### src/rtl/rstseq_pkg.sv
package rstseq_pkg;

    localparam int NUM_CORE_RST = 7;

    // core reset bit positions (release order)
    localparam int RI_PWR     = 0;
    localparam int RI_HOT     = 1;
    localparam int RI_PHY     = 2;
    localparam int RI_PIPE    = 3;
    localparam int RI_CORE    = 4;
    localparam int RI_STICKY  = 5;
    localparam int RI_NSTICKY = 6;

    localparam int CI_APP = 0;
    localparam int CI_REF = 1;

    // undo stages, numbered in the order the actions were taken
    localparam logic [2:0] UW_PWR    = 3'd1;
    localparam logic [2:0] UW_HOT    = 3'd2;
    localparam logic [2:0] UW_PHY    = 3'd3;
    localparam logic [2:0] UW_APPCLK = 3'd4;
    localparam logic [2:0] UW_REFCLK = 3'd5;

    typedef enum logic [4:0] {
        S_IDLE, S_REL_PWR, S_REL_HOT, S_WAIT_PHY, S_REL_PHY,
        S_EN_APPCLK, S_EN_REFCLK, S_WAIT_CORE, S_REL_PIPE, S_REL_CORE,
        S_PULSE_APP, S_REL_STICKY, S_REL_NSTICKY, S_REL_PERIPH, S_SETTLE,
        S_DONE, S_UNWIND, S_FAILED, S_STOP_TRAIN, S_STOP_CORE,
        S_STOP_CLK, S_STOP_PERIPH, S_HOLD
    } seq_state_t;

    typedef enum logic [1:0] {
        ERR_NONE      = 2'd0,
        ERR_PHY_WAIT  = 2'd1,
        ERR_CORE_WAIT = 2'd2
    } err_code_t;

endpackage

### src/rtl/rstseq_tick.sv
module rstseq_tick #(
    parameter int TICK_DIV = 125
) (
    input  logic clk,
    input  logic rst_n,
    output logic tick_o
);
    localparam int CW = $clog2(TICK_DIV);
    localparam logic [CW-1:0] LAST = CW'(TICK_DIV - 1);

    logic [CW-1:0] cnt_q;

    always_ff @(posedge clk or negedge rst_n) begin
        if (!rst_n)             cnt_q <= '0;
        else if (cnt_q == LAST) cnt_q <= '0;
        else                    cnt_q <= cnt_q + 1'b1;
    end

    assign tick_o = (cnt_q == LAST);
endmodule

### src/rtl/rstseq_timer.sv
module rstseq_timer #(
    parameter int CW = 17
) (
    input  logic          clk,
    input  logic          rst_n,
    input  logic          clr_i,
    input  logic          tick_i,
    input  logic [CW-1:0] limit_i,
    output logic          expired_o
);
    logic [CW-1:0] cnt_q;

    always_ff @(posedge clk or negedge rst_n) begin
        if (!rst_n)                           cnt_q <= '0;
        else if (clr_i)                       cnt_q <= '0;
        else if (tick_i && cnt_q != limit_i)  cnt_q <= cnt_q + 1'b1;
    end

    assign expired_o = !clr_i && (cnt_q == limit_i);
endmodule

### src/rtl/ctrl_reset_sequencer.sv
module ctrl_reset_sequencer
    import rstseq_pkg::*;
#(
    parameter int CLK_MHZ   = 125,
    parameter int POLL_US   = 1000,
    parameter int SETTLE_US = 100,
    parameter int HOLD_US   = 100000
) (
    input  logic       clk,
    input  logic       rst_n,
    input  logic       start_i,
    input  logic       stop_i,
    input  logic       phy_rst_req_i,
    input  logic       core_rst_req_i,
    output logic [6:0] core_rst_o,
    output logic       app_rst_o,
    output logic       app_clk_en_o,
    output logic       ref_clk_en_o,
    output logic       train_en_o,
    output logic       periph_rst_n_o,
    output logic       done_o,
    output logic       err_o,
    output logic [1:0] err_code_o
);
    localparam int TMAX_PS = (POLL_US > SETTLE_US) ? POLL_US : SETTLE_US;
    localparam int TMAX    = (TMAX_PS > HOLD_US) ? TMAX_PS : HOLD_US;
    localparam int TW      = $clog2(TMAX + 1);

    seq_state_t state_q, nxt;
    logic [2:0] stage_q;
    err_code_t  fc_q, err_q;

    logic [NUM_CORE_RST-1:0] rel_q;
    logic [1:0]              clk_q;
    logic                    periph_q, app_q, train_q;

    logic          tick, tmr_exp, tmr_clr, stop_ok;
    logic [TW-1:0] tmr_lim;

    rstseq_tick #(.TICK_DIV(CLK_MHZ)) u_tick (
        .clk    (clk),
        .rst_n  (rst_n),
        .tick_o (tick)
    );

    always_comb begin
        tmr_clr = !(state_q inside {S_WAIT_PHY, S_WAIT_CORE, S_SETTLE, S_HOLD});
        if (state_q inside {S_WAIT_PHY, S_WAIT_CORE}) tmr_lim = TW'(POLL_US);
        else if (state_q == S_SETTLE)                 tmr_lim = TW'(SETTLE_US);
        else                                          tmr_lim = TW'(HOLD_US);
    end

    rstseq_timer #(.CW(TW)) u_timer (
        .clk       (clk),
        .rst_n     (rst_n),
        .clr_i     (tmr_clr),
        .tick_i    (tick),
        .limit_i   (tmr_lim),
        .expired_o (tmr_exp)
    );

    assign stop_ok = stop_i &&
        !(state_q inside {S_STOP_TRAIN, S_STOP_CORE, S_STOP_CLK, S_STOP_PERIPH, S_HOLD});

    // next-state logic
    always_comb begin
        nxt = state_q;
        if (stop_ok) begin
            nxt = S_STOP_TRAIN;
        end else begin
            unique case (state_q)
                S_IDLE:        if (start_i) nxt = S_REL_PWR;
                S_REL_PWR:     nxt = S_REL_HOT;
                S_REL_HOT:     nxt = S_WAIT_PHY;
                S_WAIT_PHY: begin
                    if (tick && !phy_rst_req_i) nxt = S_REL_PHY;
                    else if (tmr_exp)           nxt = S_UNWIND;
                end
                S_REL_PHY:     nxt = S_EN_APPCLK;
                S_EN_APPCLK:   nxt = S_EN_REFCLK;
                S_EN_REFCLK:   nxt = S_WAIT_CORE;
                S_WAIT_CORE: begin
                    if (tick && !core_rst_req_i) nxt = S_REL_PIPE;
                    else if (tmr_exp)            nxt = S_UNWIND;
                end
                S_REL_PIPE:    nxt = S_REL_CORE;
                S_REL_CORE:    nxt = S_PULSE_APP;
                S_PULSE_APP:   nxt = S_REL_STICKY;
                S_REL_STICKY:  nxt = S_REL_NSTICKY;
                S_REL_NSTICKY: nxt = S_REL_PERIPH;
                S_REL_PERIPH:  nxt = S_SETTLE;
                S_SETTLE:      if (tmr_exp) nxt = S_DONE;
                S_DONE:        nxt = S_DONE;
                S_UNWIND:      if (stage_q == UW_PWR) nxt = S_FAILED;
                S_FAILED:      nxt = S_IDLE;
                S_STOP_TRAIN:  nxt = S_STOP_CORE;
                S_STOP_CORE:   nxt = S_STOP_CLK;
                S_STOP_CLK:    nxt = S_STOP_PERIPH;
                S_STOP_PERIPH: nxt = S_HOLD;
                S_HOLD:        if (tmr_exp) nxt = S_IDLE;
                default:       nxt = S_IDLE;
            endcase
        end
    end

    // state register with its unwind stage and error bookkeeping
    always_ff @(posedge clk or negedge rst_n) begin
        if (!rst_n) begin
            state_q <= S_IDLE;
            stage_q <= '0;
            fc_q    <= ERR_NONE;
            err_q   <= ERR_NONE;
        end else begin
            state_q <= nxt;
            if (state_q == S_WAIT_PHY && nxt == S_UNWIND) begin
                stage_q <= UW_HOT;
                fc_q    <= ERR_PHY_WAIT;
            end else if (state_q == S_WAIT_CORE && nxt == S_UNWIND) begin
                stage_q <= UW_REFCLK;
                fc_q    <= ERR_CORE_WAIT;
            end else if (state_q == S_UNWIND) begin
                stage_q <= stage_q - 3'd1;
            end
            if (state_q == S_IDLE && nxt == S_REL_PWR) err_q <= ERR_NONE;
            else if (state_q == S_FAILED)              err_q <= fc_q;
        end
    end

    // registered outputs, one action per state
    always_ff @(posedge clk or negedge rst_n) begin
        if (!rst_n) begin
            rel_q    <= '0;
            clk_q    <= '0;
            periph_q <= 1'b0;
            app_q    <= 1'b0;
            train_q  <= 1'b0;
        end else begin
            app_q <= (state_q == S_PULSE_APP);
            case (state_q)
                S_REL_PWR:     rel_q[RI_PWR]     <= 1'b1;
                S_REL_HOT:     rel_q[RI_HOT]     <= 1'b1;
                S_REL_PHY:     rel_q[RI_PHY]     <= 1'b1;
                S_EN_APPCLK:   clk_q[CI_APP]     <= 1'b1;
                S_EN_REFCLK:   clk_q[CI_REF]     <= 1'b1;
                S_REL_PIPE:    rel_q[RI_PIPE]    <= 1'b1;
                S_REL_CORE:    rel_q[RI_CORE]    <= 1'b1;
                S_REL_STICKY:  rel_q[RI_STICKY]  <= 1'b1;
                S_REL_NSTICKY: rel_q[RI_NSTICKY] <= 1'b1;
                S_REL_PERIPH:  periph_q          <= 1'b1;
                S_DONE:        train_q           <= 1'b1;
                S_UNWIND: begin
                    case (stage_q)
                        UW_PWR:    rel_q[RI_PWR] <= 1'b0;
                        UW_HOT:    rel_q[RI_HOT] <= 1'b0;
                        UW_PHY:    rel_q[RI_PHY] <= 1'b0;
                        UW_APPCLK: clk_q[CI_APP] <= 1'b0;
                        UW_REFCLK: clk_q[CI_REF] <= 1'b0;
                        default:   ;
                    endcase
                end
                S_STOP_TRAIN:  train_q  <= 1'b0;
                S_STOP_CORE:   rel_q    <= '0;
                S_STOP_CLK:    clk_q    <= '0;
                S_STOP_PERIPH: periph_q <= 1'b0;
                default:       ;
            endcase
        end
    end

    assign core_rst_o     = ~rel_q;
    assign app_rst_o      = app_q;
    assign app_clk_en_o   = clk_q[CI_APP];
    assign ref_clk_en_o   = clk_q[CI_REF];
    assign train_en_o     = train_q;
    assign periph_rst_n_o = periph_q;
    assign done_o         = (state_q == S_DONE);
    assign err_code_o     = err_q;
    assign err_o          = (err_q != ERR_NONE);
endmodule

### config.mk
export PLATFORM = sky130hd
export DESIGN_NAME = ctrl_reset_sequencer
export DESIGN_NICKNAME = d
export VERILOG_FILES = /design/src/rtl/rstseq_pkg.sv /design/src/rtl/rstseq_tick.sv /design/src/rtl/rstseq_timer.sv /design/src/rtl/ctrl_reset_sequencer.sv
export SDC_FILE = /design/constraint.sdc
export NUM_CORES = 1
export LEC_CHECK = 0
export ABC_AREA = 1
export ABC_CLOCK_PERIOD_IN_PS = 4970
export BUFFER_PORTS_ARGS = -buffer_cell sky130_fd_sc_hd__buf_4
export CAP_MARGIN = 25
export CORE_ASPECT_RATIO = 2
export CORE_MARGIN = 4
export CORE_UTILIZATION = 65
export DETAILED_ROUTE_END_ITERATION = 10
export PLACE_DENSITY_LB_ADDON = 0.12
export SKIP_CTS_REPAIR_TIMING = 1
export SYNTH_ARGS = -nofsm -noshare
export SYNTH_HDL_FRONTEND = slang
export SYNTH_SLANG_ARGS = --single-unit
### constraint.sdc
create_clock -name clk -period 4.97 [get_ports clk]
set_input_delay 0 -clock clk [delete_from_list [all_inputs] [get_ports clk]]
set_output_delay 0 -clock clk [all_outputs]
set_load 0.01 [all_outputs]
-- Word level (Yosys, flattened, before mapping)
Cells that the tools add are included.
- register bits after elaboration: 48
- bits of input ports: 6
- output and inout port bits: 16
- logic and storage cells: 132
- add/subtract/negate cells: 3
- eq/ne operators: 38
- muxes and demuxes: 37
- bitwise operators: 1
- reductions and logical operators: 35
- operator list (cell ; number):
    5-bit one-hot mux with 22 select lines ; 1
    17-bit 2-to-1 mux ; 4
    5-bit by 4-bit equality test with 1-bit output, second input constant ; 8
    5-bit equality test, second input constant ; 8
    5-bit 2-to-1 mux ; 8
    5-bit by 3-bit equality test with 1-bit output, second input constant ; 4
    2-bit nonzero test ; 10
    3-bit nonzero test ; 6
    17-bit by 1-bit adder with 17-bit output, second input constant ; 1
    17-bit equality test ; 1
    17-bit != test ; 1
    1-bit one-hot mux with 3 select lines ; 5
    1-bit one-hot mux with 2 select lines ; 6
    5-bit by 1-bit equality test with 1-bit output, second input constant ; 2
    5-bit by 2-bit equality test with 1-bit output, second input constant ; 2
    2-bit by 1-bit != test with 1-bit output, second input constant ; 5
    2-bit AND reduction ; 5
    3-bit 2-to-1 mux ; 3
    1-bit logical AND ; 8
    2-bit 2-to-1 mux ; 4
    7-bit by 1-bit adder with 7-bit output, second input constant ; 1
    7-bit equality test, second input constant ; 1
    7-bit 2-to-1 mux ; 1
    7-bit NOT ; 1
    other kinds (10) ; 18

-- Depth between registers and ports, before layout
Gate-level depths: netlist of the first run.
- depth in word-level cells: 13
- gate-level depth with buffers: 24

-- By module
A second synthesis of the first run with hierarchy kept.
- cells, all modules: 522
- area total of the unflattened synthesis: 3450.8 sq um
- by module, submodules not included (module ; times used ; cells each ; area an instance (sq um)):
    ctrl_reset_sequencer ; 1 ; 222 ; 1614.0
    rstseq_timer ; 1 ; 257 ; 1472.7
    rstseq_tick ; 1 ; 43 ; 364.1

-- Worst setup path after synthesis of the first run
No wires, ideal clock.
- path type: flip-flop to flip-flop
- start: register state_q[3]
- end: register stage_q[2]
- setup time: 118 ps
- data arrival time: 2087 ps
- required time: 4852 ps
- slack: 2765 ps
- cell stages (with the launch flop): 24
- path buffers: 1
- period minus slack after synthesis: 2205 ps
- cell sequence: dfrtp_1 -> nor2_1 -> nand2_2 -> buf_6 -> nand2_1 -> nand2_1 -> nand2_1 -> nand2_1 -> nor2_2 -> nand3_2 -> nand2_1 -> nand2_2 -> nand2_2 -> nand2_1 -> nand2_1 -> nand2_1 -> nand2_1 -> nand2_1 -> nor2_2 -> nand2_2 -> nand2_4 -> inv_2 -> nand2_1 -> nand2_1
- word-level cells in the longest chain between the ends: 13
- elaborated cells on any way between the ends: 46
- those cells by class: eq/ne (23); mux (13); reduce/logical (10)
- ends and longest elaborated chain (element ; line ; text):
    start, declared ; ctrl_reset_sequencer.sv:29 ; seq_state_t state_q, nxt;
    start signal, assigned ; ctrl_reset_sequencer.sv:114 ; state_q <= nxt;
    5-bit by 2-bit equality test with 1-bit output, or another cell as far along ; - ;
    2-bit nonzero test / 17-bit 2-to-1 mux (equally long branches) ; ctrl_reset_sequencer.sv:48, ctrl_reset_sequencer.sv:49 ;
    17-bit 2-to-1 mux ; ctrl_reset_sequencer.sv:48 ; if (state_q inside {S_WAIT_PHY, S_WAIT_CORE}) tmr_lim = TW'(POLL_US);
    17-bit equality test ; rstseq_timer.sv:19 ; assign expired_o = !clr_i && (cnt_q == limit_i);
    1-bit logical AND ; rstseq_timer.sv:19 ;
    5-bit 2-to-1 mux ; ctrl_reset_sequencer.sv:77, ctrl_reset_sequencer.sv:84 ;
    5-bit 2-to-1 mux (on tied branches) ; ctrl_reset_sequencer.sv:83, ctrl_reset_sequencer.sv:76 ;
    5-bit one-hot mux with 22 select lines ; ctrl_reset_sequencer.sv:71 ; unique case (state_q)
    5-bit 2-to-1 mux ; ctrl_reset_sequencer.sv:68 ; if (stop_ok) begin
    5-bit equality test ; ctrl_reset_sequencer.sv:115, ctrl_reset_sequencer.sv:118 ;
    1-bit logical AND ; ctrl_reset_sequencer.sv:118 ; end else if (state_q == S_WAIT_CORE && nxt == S_UNWIND) begin
    3-bit 2-to-1 mux ; ctrl_reset_sequencer.sv:118 ;
    3-bit 2-to-1 mux ; ctrl_reset_sequencer.sv:115 ; if (state_q == S_WAIT_PHY && nxt == S_UNWIND) begin
    end signal, assigned ; ctrl_reset_sequencer.sv:122 ; stage_q <= stage_q - 3'd1;
    end, declared ; ctrl_reset_sequencer.sv:30 ; logic [2:0] stage_q;
Several ways; a longest one is shown, not always the timed one.
A chain may end at the register's enable or synchronous reset.

-- Worst setup path after layout of the first run
- start: register state_q[4]
- end: register u_timer.cnt_q[16]
- word-level cells in the longest chain between the ends: 6
- elaborated cells on any way between the ends: 12
- those cells by class: eq/ne (6); mux (3); reduce/logical (3)
- ends and longest elaborated chain (element ; line ; text):
    5-bit by 2-bit equality test with 1-bit output, or another cell as far along ; ctrl_reset_sequencer.sv:47, ctrl_reset_sequencer.sv:48 ;
    2-bit nonzero test / 17-bit 2-to-1 mux (equally long branches) ; ctrl_reset_sequencer.sv:48, ctrl_reset_sequencer.sv:49 ;
    17-bit 2-to-1 mux ; ctrl_reset_sequencer.sv:48 ;
    17-bit != test ; rstseq_timer.sv:16 ; else if (tick_i && cnt_q != limit_i) cnt_q <= cnt_q + 1'b1;
    1-bit logical AND ; rstseq_timer.sv:16 ;
    2-bit by 1-bit != test with 1-bit output (no line) ; - ;
    end signal, assigned ; rstseq_timer.sv:16 ;
    end, declared ; rstseq_timer.sv:11 ; logic [CW-1:0] cnt_q;
Several ways; a longest one is shown, not always the timed one.

==> metrics.txt, run 1 <==
largest net degree at the start of global routing=just under 50; Peak VDD IR=0.000322 V; H-Tree Depth=2; Iteration-0 DRC Markers=about 120; drc violations=0; Max Fanout on Critical Path=12; placed cell area=3060 um^2; setup TNS=0 ns; number of global-route vias before repair=about 2600; Final #Nets=roughly 430; Setup crit start kind=flip-flop; Final Cell Area=between 3000 and 4000 um^2; RSZ-0062 raised after global routing=false; pre-CTS setup slack=approximately 1.9 ns; Hold EP=state_q[4]; sequential cell area=between 1000 and 1500 um^2; RR Endpoint=u_timer.cnt_q[16]; status=finished clean; post-synth top area cell=dfrtp_1; Syn Area/Cell=7.26 um^2; IO buf count=21; DR WL/cell=roughly 14 um; GRT overflow=0; clock buffer depth=2; detailed-route via count=between 2000 and 3000; DIE HEIGHT=slightly above 100 um; root buffer cell=clkbuf_8; post-synth cell types=36; hold_sp=stop_i; family with the most delay on the worst path=simple AND/OR/NAND/NOR gates; Required @ worst endpoint=approximately 5.2 ns; full die area=between 5000 and 6000 um^2; share of cells above drive strength 1=around 13%; boundary pin count=22; Die W=between 50 and 60 um; Max Cap Viol=0; PD cells=443 nW/um^2; ANT cells=0; clock sinks=48; worst hold stages=5; DRT antenna net count=0; dpl hpwl=slightly above 5000 um; CP Capture Type=flip-flop; global-route wire length before repair=between 10000 and 15000 um; Synth Flop Type=dfrtp_1; skew final=0.0187 ns; Synthesized Nets=410; fill count=336; Initial Utilization=68.7%; GRT Overall Usage=27.7%; DR vias/cell=5.70; clk_lat worst skew=0.31 ns; Num CTS Buffers=5; Final period util=62.8%; Yosys reg bits=48; Worst EP arrival=approximately 3.4 ns; ys async rst share=100%; Hold WS=0.206 ns; Hold WC Path Type=in -> reg; Hold Fails Final Rpt=0; Synth Instances=395; P_leak=1.61 nW; max_slew headroom=59.6%; initial antenna violation count=0; post-synthesis sequential area ratio=a little over two fifths; Slew Viols, Final=0; FF-to-FF Start=state_q[4]; Worst path slowest cell=dfrtp_1; CTS clk-pin slew, worst paths=about 0.10 ns; slack of the worst reg-to-reg path=between 1.5 and 2 ns; max incr delay on CP=approximately 0.53 ns; CTS tree=done; most instantiated cells after synthesis=nand2_1, inv_1, dfrtp_1, nor2_1, nand3_1; area of the mapped netlist=~2900 um^2; CP Cell Sequence=inv_1 > nand3_1 > nor2_2 > nand2_1 > o21ai_0 > nor2_1 > nand3_2 > nand2_1 > nand2_1 > nand3_1 > nor3_1 > nand3_1 > nor2_1 > nor2_1 > nor3_1; row cnt=33; WS Path Type=reg -> reg; synth top area cells=dfrtp_1, nand2_1, inv_1; Syn. warnings=0; synth-to-layout area growth=10.9%; FF-to-FF path depth=15; multi-input logic area=1370 um^2; Fmax=321 MHz; Core Area=approximately 4200 um^2; most common cell in the synthesized netlist=nand2_1; PnR worst setup slack=between 1.5 and 2 ns; final setup violation count=0; Routed WL=around 6700 um; Final Wtd Congestion=0.970; Synth top area share=a little over two fifths; Crit path buffers/inverters=1; worst-margin pin slew=0.605 ns; number of synthesized flops with an enable pin=0; 1st-pass router iterations=5; clock period minus worst slack=about 3.1 ns
## cell usage in the layout (no fill, tap or decap), types with 2 or more instances in the layout
cell and count:
nor2_2 7, nand2_1 81, buf_4 21, nand3_1 28
nor4_1 4, nand4_2 2, inv_1 66, nand4_1 5
ha_1 9, nor2_1 46, a21oi_1 22, nor3_1 15
o22ai_1 2, clkinv_2 2, inv_2 4, clkbuf_8 5
or2_2 2, a211oi_1 3, dfrtp_1 48, o21ai_0 26
nand2_2 5, nand3_2 2
## layout make-up
cell class / count / area share, %
Clock buffer: 5 / 2.16
Clock inverter: 3 / 1.34
Inverter: 71 / 8.42
Multi-Input combinational cell: 271 / 43.0
Sequential cell: 48 / 37.8
Tap cell: 52 / 2.05
Timing Repair Buffer: 22 / 5.27
## registers in the layout (all words and copies together) (netlist names)
signal	flops
u_timer.cnt_q	17
rel_q	7
u_tick.cnt_q	7
state_q	5
stage_q	3
clk_q	2
err_code_o	2
fc_q	2
app_rst_o	1
periph_rst_n_o	1
train_en_o	1
## logic make-up after synthesis
family,Yosys count,synth area share (%)
flip-flops,48,41.9
XOR/XNOR,1,0.306
adder cells (fa/ha/maj),9,3.93
buffers and inverters,76,10.4
AND/OR/NAND/NOR,200,31.6
AO/OA/AOI/OAI,61,11.8
## worst reg2reg max path, stage by stage, from the launching register on
cell and delay, ns:
dfrtp_1 0.53, inv_1 0.35, nand3_1 0.26, nor2_2 0.24, nand2_1 0.07, o21ai_0 0.10
nor2_1 0.11, nand3_2 0.11, nand2_1 0.05, nand2_1 0.25, nand3_1 0.17, nor3_1 0.30
nand3_1 0.21, nor2_1 0.13, nor2_1 0.04, nor3_1 0.12
## through the flow
stage	power (W)	std cells	util [%]
2_1_floorplan	0.000956	395	-
3_3_place_gp	0.00112	463	73.3
3_5_place_dp	0.00113	463	73.3
4_1_cts	0.00141	471	76.0
5_1_grt	0.00152	472	76.2
6_report	0.00141	472	76.2
## power by group
group          internal [W]  leakage, nW  switching [W]
Sequential         0.000451        0.637      0.0000684
Combinational      0.000200        0.923       0.000407
Clock              0.000149       0.0541       0.000133
Total              0.000800         1.61       0.000609
## layer usage
| metal | vias to the layer above | wire length, um | track usage [%] |
|---|---|---|---|
| met5 | - | 0 | 0 |
| met4 | 0 | 391 | 16.7 |
| met3 | 35 | 268 | 4.23 |
| met2 | 95 | 3610 | 47.0 |
| met1 | 1235 | 2420 | 30.9 |
| li1 | 1324 | - | - |
## how the worst max path moves through the flow
stage,startpoint,slack [ns],depth (start not counted),to
after floorplan,state_q[3],2.77,23,stage_q[2]
final,state_q[4],1.85,15,u_timer.cnt_q[16]
after global routing,state_q[4],1.49,15,u_timer.cnt_q[16]
after global placement,state_q[4],1.92,15,u_timer.cnt_q[16]
after CTS,state_q[4],1.87,15,u_timer.cnt_q[16]
after detailed placement,state_q[4],1.91,14,u_timer.cnt_q[16]
Note: power is estimated with default switching activity, not from simulation.
==> run 2: changes to the inputs <==
--- a/config.mk
+++ b/config.mk
@@ -6,12 +6,12 @@
 export NUM_CORES = 1
 export LEC_CHECK = 0
 export ABC_AREA = 1
-export ABC_CLOCK_PERIOD_IN_PS = 4970
+export ABC_CLOCK_PERIOD_IN_PS = 2500
 export BUFFER_PORTS_ARGS = -buffer_cell sky130_fd_sc_hd__buf_4
 export CAP_MARGIN = 25
 export CORE_ASPECT_RATIO = 2
 export CORE_MARGIN = 4
-export CORE_UTILIZATION = 65
+export CORE_UTILIZATION = 54
 export DETAILED_ROUTE_END_ITERATION = 10
 export PLACE_DENSITY_LB_ADDON = 0.12
 export SKIP_CTS_REPAIR_TIMING = 1
==> constraint.sdc (replaced) <==
create_clock -name clk -period 2.5 [get_ports clk]
set_input_delay 0 -clock clk [delete_from_list [all_inputs] [get_ports clk]]
set_output_delay 0 -clock clk [all_outputs]
set_load 0.01 [all_outputs]
==> metrics.txt, run 2 (same netlist as run 1, synthesis figures left out) <==
status=finished clean; Max Cap Viol=0 (unchanged); final setup violation count=0 (unchanged); Setup crit start kind=flip-flop; Worst EP arrival=2.66 ns (-0.69 ns); biggest regs=u_timer.cnt_q: 17 flops, rel_q: 7 flops, u_tick.cnt_q: 7 flops; pre-CTS setup slack=-0.0576 ns (-1.97 ns); GRT Overall Usage=23.6% (-4.1 points); CTS tree=done; RSZ-0062 raised after global routing=true; RR Endpoint=stage_q[2]; Hold WS=0.189 ns (-0.0176 ns); share of cells above drive strength 1=27.8% (+15 points); sequential power share=31.4% (-5.5 points); setup TNS=0 ns (unchanged); 1st-pass router iterations=4 (-1); Final period util=98.1% (+35 points); skew final=0.0101 ns (-0.00865 ns); Iteration-0 DRC Markers=141 (+17%); Required @ worst endpoint=2.71 ns (-2.49 ns); clock sinks=48 (unchanged); max_slew headroom=58.4% (-1.3 points); register with the most flip-flops=u_timer.cnt_q; DIE HEIGHT=111 um (+8.9%); hold_sp=core_rst_req_i; fill count=412 (+23%); Largest register FFs=17 (unchanged); IO buf count=21 (unchanged); detailed-route via count=2853 (+6.1%); Max Fanout on Critical Path=5 (-7); initial antenna violation count=0 (unchanged); H-Tree Depth=2 (unchanged); Hold Fails Final Rpt=0 (unchanged); DR WL/cell=15.0 um (+5.9%); drc violations=0 (unchanged); CTS clk-pin slew, worst paths=0.09 ns (about the same); clk_lat worst skew=0.31 ns (about the same); WS Path Type=reg -> reg; largest net degree at the start of global routing=49 (unchanged); Clk pwr share=13.4% (-6.6 points); dpl hpwl=5770 um (+11%); number of global-route vias before repair=2777 (+5.3%); Core Area=5140 um^2 (+23%); synth-to-layout area growth=27.4%; root buffer cell=clkbuf_8; worst-margin pin slew=0.624 ns (+0.0188 ns); Peak VDD IR=0.000600 V (+87%); global-route wire length before repair=12000 um (+4.6%); Routed WL=7790 um (+16%); FF-to-FF Start=state_q[1]; FF-to-FF path depth=19 (+4); Slew Viols, Final=0 (unchanged); clock period minus worst slack=2.45 ns (-0.668 ns); ANT cells=0 (unchanged); Fmax=408 MHz (+27%); Psw=0.00144 W (+140%); commonest non-fill, non-tap cell in the layout=nand2_1; CP Capture Type=flip-flop; Hold EP=state_q[3]; slack of the worst reg-to-reg path=0.05 ns (-1.80 ns); Internal Power=0.00186 W (+130%); DRT antenna net count=0 (unchanged); Num CTS Buffers=5 (unchanged); row cnt=37 (+12%); boundary pin count=22 (unchanged); Final Wtd Congestion=0.928 (-4.3%); Die W=59.5 um (+8.3%); worst hold stages=7 (+2); DR vias/cell=5.50 (-3.5%); P_leak=1.82 nW (+13%); GRT overflow=0 (unchanged); Hold WC Path Type=in -> reg; clock buffer depth=2 (unchanged); Final #Nets=476 (+9.7%); full die area=6610 um^2 (+18%); PD cells=905 nW/um^2 (+100%); PnR worst setup slack=0.0480 ns (-1.80 ns); most frequent cells in the layout=nand2_1, buf_4, inv_1; switching part of the total=43.7% (+0.51 points); Initial Utilization=55.8% (-13 points); Logic pwr share=55.2% (+12 points)
==> run 2: through the flow <==
stage	instance area, um^2	utilization [%]	cells	total power, W
after floorplan	2870	-	395	0.00190
after global placement	3310	64.3	501	0.00253
after detailed placement	3310	64.3	501	0.00255
after CTS	3380	65.8	508	0.00300
after global routing	3650	71.1	519	0.00354
final	3650	71.1	519	0.00330
==> run 2: power by group through the flow <==
| stage | clock, W | sequential [W] | combinational [W] |
|---|---|---|---|
| 4_1_cts | 0.000455 | 0.00101 | 0.00153 |
| 3_3_place_gp | 0 | 0.00102 | 0.00150 |
| 6_report | 0.000442 | 0.00104 | 0.00182 |
| 2_1_floorplan | 0 | 0.00101 | 0.000893 |
| 5_1_grt | 0.000481 | 0.00105 | 0.00201 |
| 3_5_place_dp | 0 | 0.00103 | 0.00152 |
==> run 2: how the worst max path moves through the flow <==
stage | cells past startpoint | endpoint | from | slack (ns)
final | 19 | stage_q[2] | state_q[1] | 0.05
after floorplan | 23 | stage_q[2] | state_q[3] | 0.30
after global placement | 19 | stage_q[2] | state_q[1] | 0.02
after detailed placement | 16 | u_timer.cnt_q[16] | state_q[1] | -0.06
after CTS | 16 | u_timer.cnt_q[16] | state_q[1] | -0.09
after global routing | 19 | stage_q[0] | state_q[1] | -0.18
==> run 2: cell type report <==
| class | instances | area (um^2) | share of cell area [%] |
|---|---|---|---|
| Inverter | 71 | 278 | 7.61 |
| Clock inverter | 1 | 5.00 | 0.137 |
| Multi-Input combinational cell | 271 | 1540 | 42.0 |
| Sequential cell | 48 | 1210 | 33.0 |
| Timing Repair Buffer | 64 | 483 | 13.2 |
| Tap cell | 58 | 72.6 | 1.99 |
| Clock buffer | 6 | 72.6 | 1.99 |
==> run 2: layer usage <==
layer / wire, um / GRT usage (%) / vias to the layer above / part of all wire, %
met5: 0 / 0 / - / 0
met4: 433 / 12.6 / 0 / 5.6
met3: 240 / 3.26 / 33 / 3.1
met2: 4450 / 43.7 / 73 / 57
met1: 2670 / 23.6 / 1340 / 34
li1: - / - / 1407 / -
==> run 2: worst max-delay path: stages, from the launching register on <==
cell	delay (ns)
dfrtp_2	0.45
buf_4	0.15
nor2_1	0.05
nand2_1	0.10
inv_1	0.07
nand2_1	0.08
nand2_1	0.07
nor2_2	0.13
buf_4	0.13
nand4_1	0.13
nor3_2	0.16
o21ai_0	0.10
nand2_1	0.14
nand3_1	0.14
nor2_4	0.15
nand2_4	0.08
nand2_4	0.08
inv_2	0.04
nand2_1	0.06
nand2_1	0.05
